`config.mk`:
```
export PLATFORM = sky130hd
export DESIGN_NAME = status_alu
export DESIGN_NICKNAME = d
export VERILOG_FILES = /design/src/rtl/status_alu.sv
export SDC_FILE = /design/constraint.sdc
export NUM_CORES = 1
export LEC_CHECK = 0
export ABC_AREA = 1
export BUFFER_PORTS_ARGS = -buffer_cell sky130_fd_sc_hd__buf_2
export CELL_PAD_IN_SITES_DETAIL_PLACEMENT = 1
export CELL_PAD_IN_SITES_GLOBAL_PLACEMENT = 2
export CORE_UTILIZATION = 29
export DETAILED_ROUTE_END_ITERATION = 8
export GPL_ROUTABILITY_DRIVEN = 0
export GPL_TIMING_DRIVEN = 0
export HOLD_SLACK_MARGIN = 0.02
export PLACE_DENSITY_LB_ADDON = 0.05
export SLEW_MARGIN = 20
export SYNTH_ARGS = -nofsm -noshare
export SYNTH_HDL_FRONTEND = slang
export SYNTH_SLANG_ARGS = --single-unit
```
`constraint.sdc`:
```
create_clock -name clk -period 4.8 [get_ports clk]
set_clock_uncertainty 0.15 [all_clocks]
set_input_delay 0.48 -clock clk [delete_from_list [all_inputs] [get_ports clk]]
set_output_delay 0.48 -clock clk [all_outputs]
set_load 0.03 [all_outputs]
```
`src/rtl/status_alu.sv`:
```
module status_alu (
  input  logic        clk,
  input  logic        rst_n,
  input  logic [31:0] op_a,
  input  logic [31:0] op_b,
  input  logic [2:0]  op_sel,
  input  logic [1:0]  size_sel,
  input  logic        flag_we,
  output logic [31:0] result,
  output logic [5:0]  flags
);

  logic [31:0] mask, am, bm;
  logic [32:0] wide;
  logic        is_arith, is_sub;
  logic        top_a, top_b, top_r, cout;
  logic        f_c, f_v, f_s, f_z, f_a, f_p;
  logic [5:0]  flags_now;

  always_comb begin
    case (size_sel)
      2'd0:    mask = 32'h0000_00ff;
      2'd1:    mask = 32'h0000_ffff;
      default: mask = 32'hffff_ffff;
    endcase
  end

  assign am       = op_a & mask;
  assign bm       = op_b & mask;
  assign is_arith = (op_sel == 3'd0) || (op_sel == 3'd1);
  assign is_sub   = (op_sel == 3'd1);

  always_comb begin
    case (op_sel)
      3'd0:    wide = {1'b0, am} + {1'b0, bm};
      3'd1:    wide = {1'b0, am} - {1'b0, bm};
      3'd2:    wide = {1'b0, am & bm};
      3'd3:    wide = {1'b0, am | bm};
      3'd4:    wide = {1'b0, am ^ bm};
      3'd5:    wide = {1'b0, ~am};
      default: wide = '0;
    endcase
  end

  assign result = wide[31:0] & mask;

  always_comb begin
    case (size_sel)
      2'd0:    begin top_a = am[7];  top_b = bm[7];  top_r = result[7];  cout = wide[8];  end
      2'd1:    begin top_a = am[15]; top_b = bm[15]; top_r = result[15]; cout = wide[16]; end
      default: begin top_a = am[31]; top_b = bm[31]; top_r = result[31]; cout = wide[32]; end
    endcase
  end

  assign f_c = is_arith & cout;
  assign f_v = is_arith & (top_r != top_a) & (is_sub ? (top_a != top_b) : (top_a == top_b));
  assign f_s = top_r;
  assign f_z = (result == '0);
  assign f_a = is_arith & (am[4] ^ bm[4] ^ wide[4]);
  assign f_p = ~^result[7:0];

  assign flags_now = {f_v, f_s, f_z, f_a, f_p, f_c};

  always_ff @(posedge clk or negedge rst_n) begin
    if (!rst_n)       flags <= '0;
    else if (flag_we) flags <= flags_now;
  end

endmodule


```
=== Word level (Yosys, flattened, before mapping) ===
Index checks and enable logic that the tools add are counted.

* Add/sub/neg operators: 2
* Equal/unequal tests: 9
* Muxes and demuxes: 7
* Bitwise gates (word level): 13
* Reductions and logical operators: 5

{| class="wikitable"
|+ Operators with widths
! kind !! count
|-
| case mux 33 bit (6 select lines) || 1
|-
| AND 32 bit || 4
|-
| case mux 32 bit (2 select lines) || 1
|-
| adder 32 x 32 -> 33 bit || 1
|-
| subtractor 32 x 32 -> 33 bit || 1
|-
| zero test 32 bit || 1
|-
| inverter 32 bit || 1
|-
| bitwise OR 32 bit || 1
|-
| XOR 32 bit || 1
|-
| case mux 1 bit (2 select lines) || 4
|-
| XNOR reduction 8 bit || 1
|-
| equality test 3 x 2 -> 1 bit (second input constant) || 2
|-
| equality test 3 bit (second input constant) || 2
|-
| AND 1 bit || 4
|-
| equality test 3 x 1 -> 1 bit (second input constant) || 1
|-
| zero test 3 bit || 1
|-
| equality test 2 x 1 -> 1 bit (second input constant) || 1
|-
| zero test 2 bit || 1
|-
| != test 1 bit || 2
|-
| XOR 1 bit || 2
|-
| equality test 1 bit || 1
|-
| logical OR 1 bit || 1
|-
| 2-to-1 mux 1 bit || 1
|}

* Register bits: 6
* Input bits: 72
* Output and inout port bits: 38
* Logic and storage cells: 37

=== Longest topological paths before layout ===
* Word-level depth: 10
* Gate-level depth with buffers: 33
* Gate-level depth less buffers: 32

=== Worst setup path before layout ===
Ideal clock, no wire load.

* Path kind: input-to-output
* Start point: in op_b[1]
* End point: out result[29]
* Arrival time: 3.409 ns
* Data required time: 4.170 ns
* Path slack: 0.761 ns
* Cell stages on the path: 22
* Path buffers: 0
* Cell sequence: inv_1 -> ha_1 -> nand2_1 -> nor2_1 -> nand3_1 -> nor2_1 -> nand3_1 -> nor2_2 -> nand3_1 -> o31ai_1 -> xor2_1 -> inv_1 -> ha_1 -> nand2_1 -> nor2_1 -> inv_1 -> nor3_1 -> and2_1 -> nand2_1 -> nand3_1 -> nand3_1 -> a21oi_1

* Word-level cells in the longest chain between the ends: 4
* Elaborated cells between the ends (all ways): 5
* Classes of those cells: add/sub (2); mux (1); bitwise (2)

{| class="wikitable"
|+ Ends and longest elaborated chain
! item !! RTL line !! text
|-
| start, declared || 5 || <nowiki>input logic [31:0] op_b,</nowiki>
|-
| AND 32 bit (*) || 29 || <nowiki>assign bm = op_b & mask;</nowiki>
|-
| subtractor 32 x 32 -> 33 bit or adder 32 x 32 -> 33 bit (tied branches) || 36, 35 ||
|-
| case mux 33 bit (6 select lines) (*) || 34 || <nowiki>case (op_sel)</nowiki>
|-
| AND 32 bit (*) || 45 || <nowiki>assign result = wide[31:0] & mask;</nowiki>
|-
| end, declared || 9 || <nowiki>output logic [31:0] result,</nowiki>
|}

Mark *: on every way between the ends. The rest lies on a longest branch, timed or not.

=== Final worst setup path ===
* Start point: in op_b[0]
* End point: out result[30]

The elaborated chain is that of the path after synthesis.

==> out/metrics.yaml <==
drt:
  avgViaCountPerCell: 4.872
  drt_wl_total_microns: 27680
  drt_drc_violations_left: 0
  vias: 7556
  drt-initial-drc-count: 331
  ant_nets: 0
  first_pass_iters: 5
  wl_per_cell_microns: 17.84
global_routing:
  grt_max_degree: 11
  grt_pass1_vias: 7602
  overflow: 0
  grt_util_all_layers_pct: 25.30
  antenna_found_initial: 0
  grt_pass1_wl_microns: 42560
clock_tree:
  clk_pin_slew_ps: 40
  clk_latency_ps: 230
  cts.sinks: 6
  cts_tree: "yes"
  cts_buffers: 3
  h-tree-depth: 1
  cts-root-buf: "clkbuf_16"
  cts_buffer_depth: 2
timing:
  grt_setup_unrepaired: "yes"
  hold_violations: 0
  tightest_slew_ps: 800.4
  finalSetupTns_ps: 0
  fin_crit_sh_pct: 97.15
  setup_viol: 0
  fin_crit_ps: 4663
  max_slew_margin_pct: 46.64
  fmax_mhz: 214.4
  maxSlewViolCount: 0
placed_design:
  hpwl_microns: 24310
  dp_cells: 1543
  port_buffers: 108
setup_path:
  cp.arrival_ps: 4030
  worst_setup_path_end_kind: "output pin"
  worstSetupPathType: "in2out"
  cpPeakStageDelay_ps: 340
  critPathMaxFanout: 4
  cpMostUsedCell: "nand2_1"
  required_ps: 4170
  cp-start-kind: "primary input"
  slowest_stage: "ha_1"
hold_path:
  hold_path_class: "reg2reg"
floorplanning:
  io_pins: 110
  die_x_microns: 148.6
  core_region_area_sq_um: 21020
  num_rows: 53
  start_util_pct: 29.65
  die_area_sq_um: 22080
  die_y_microns: 148.6
power:
  p_per_area_nw_per_um2: 154.8
  p_leak_nw: 4.723
  power_mw: 1.174
  peakVddDrop_v: 0.0002523
final_layout:
  reg_top3: "flags: 6 flops"
  area_delta_synth_final_pct: 21.70
  num_antenna_cells: 0
  fillers: 2916
  largest_reg_flops: 6
  utilization_pct: 36.08
  largest_register: "flags"
  layout.cells.non_filler: 1551
  nNetsFinal: 1452
  layout-drive-gt1-share_pct: 18.34
logic_synthesis:
  synth_flop_cell: "dfrtp_1"
  yosysSeqAreaShare_pct: 2.409
  synth-seq-cells: 6
  syn-num-nets: 1334
  synthArstFlopShare_pct: 100.0
  syn_area_sq_um: 6232
  yosys_warnings: 0
  synth_cells: 1160
  avgSynthCellArea_sq_um: 5.373
  yosysUniqueCellTypes: 49
  synth-edff-count: 0
run:
  cap_violations: 0
outcome:
  outcome: "finished clean"
-- metrics by stage --
step                hold slack [ps]  setup WS (ps)  cell area [sq um]
floorplan                     34.41          760.5               6232
global placement              167.2         -253.6               7117
detailed placement            167.3         -223.8               7117
CTS                           330.5        -0.7279               7259
global route                  359.0         -28.05               7585
finish                        326.4          136.8               7585
-- critical path, delay by kind of cell --
family | cells | cell delay, ps
AOI/OAI and AO/OA | 1 | 110
buffers and inverters | 4 | 480
adders and majority gates | 2 | 510
xor gates and xnor gates | 1 | 280
and+or+nand+nor | 18 | 2150
-- report_power, final --
| part | switching (mW) | internal [mW] |
|---|---|---|
| Sequential | 0.00372 | 0.0585 |
| Clock | 0.0299 | 0.107 |
| Combinational | 0.665 | 0.310 |
-- placed cells by master (no fill, tap or decap), drive strengths merged, types with 2 or more instances in the layout --
cell,count
nand2,390
inv,258
buf,121
ha,101
nor2,100
nand3,68
a21oi,41
xor2,33
o21ai,31
a221oi,20
nand4,19
clkbuf,19
o22ai,10
a211oi,8
nand3b,7
o21bai,6
dfrtp,6
or2,6
nor3,5
and2,4
a31oi,4
o31ai,4
o221ai,3
a22oi,3
xnor2,2
-- per-layer routing --
layer	global-route usage (%)	routed length [microns]
met1	38.25	14540
met4	1.495	123
met2	40.70	11910
met3	1.288	1106
met5	0	0
-- logic make-up after synthesis --
family / share of synthesized area, %
flops: 2.409
compound gates: 13.59
xor+xnor: 4.919
simple gates: 40.73
fa+ha+maj: 20.60
buf+inv: 17.75
-- cell usage after synthesis (6+ instances only) --
master | instances | area [sq um]
o22ai_1 | 10 | 62.56
nor2_2 | 6 | 37.54
a221oi_1 | 20 | 175.2
clkbuf_1 | 10 | 37.54
nand3b_1 | 7 | 52.55
ha_1 | 101 | 1264
inv_1 | 252 | 945.9
xor2_1 | 33 | 289.0
nand3_1 | 68 | 340.3
nand4_1 | 18 | 112.6
o21ai_0 | 29 | 145.1
buf_2 | 10 | 50.05
nand2_1 | 383 | 1438
dfrtp_1 | 6 | 150.1
a211oi_1 | 8 | 60.06
a21oi_1 | 40 | 200.2
o21bai_1 | 6 | 45.04
nor2_1 | 91 | 341.6
-- layout make-up --
class | count | area (sq um) | share of cell area [%]
Clock buffer | 3 | 75.07 | 0.9898
Buffer | 25 | 130.1 | 1.716
Inverter | 259 | 979.7 | 12.92
Tap cell | 275 | 344.1 | 4.536
Timing Repair Buffer | 113 | 595.6 | 7.852
Multi-Input combinational cell | 870 | 5310 | 70.01
Sequential cell | 6 | 150.1 | 1.980
-- what timing repair did --
action | CTS | global route
buffers inserted | 0 | 4
gates resized for setup | 17 | 84
pin swaps | 0 | 14
endpoints found under the setup margin | 7 | 18
endpoints found under the hold margin | 6 | 0
hold buffers | 1 | 0
-- path summary, 6_finish.rpt --
check | from | slack (ps) | cells past startpoint | end
max in group asynchronous | rst_n | 3880 | 2 | flags[2]$_DFFE_PN0P_
max reg2reg | flags[2]$_DFFE_PN0P_ | 4020 | 2 | flags[2]$_DFFE_PN0P_
max | op_b[0] | 140 | 26 | result[30]
min reg2reg | flags[5]$_DFFE_PN0P_ | 330 | 2 | flags[5]$_DFFE_PN0P_
min in group asynchronous | rst_n | 460 | 2 | flags[3]$_DFFE_PN0P_
min | flags[5]$_DFFE_PN0P_ | 330 | 2 | flags[5]$_DFFE_PN0P_
Note: power is estimated with default switching activity, not from simulation.
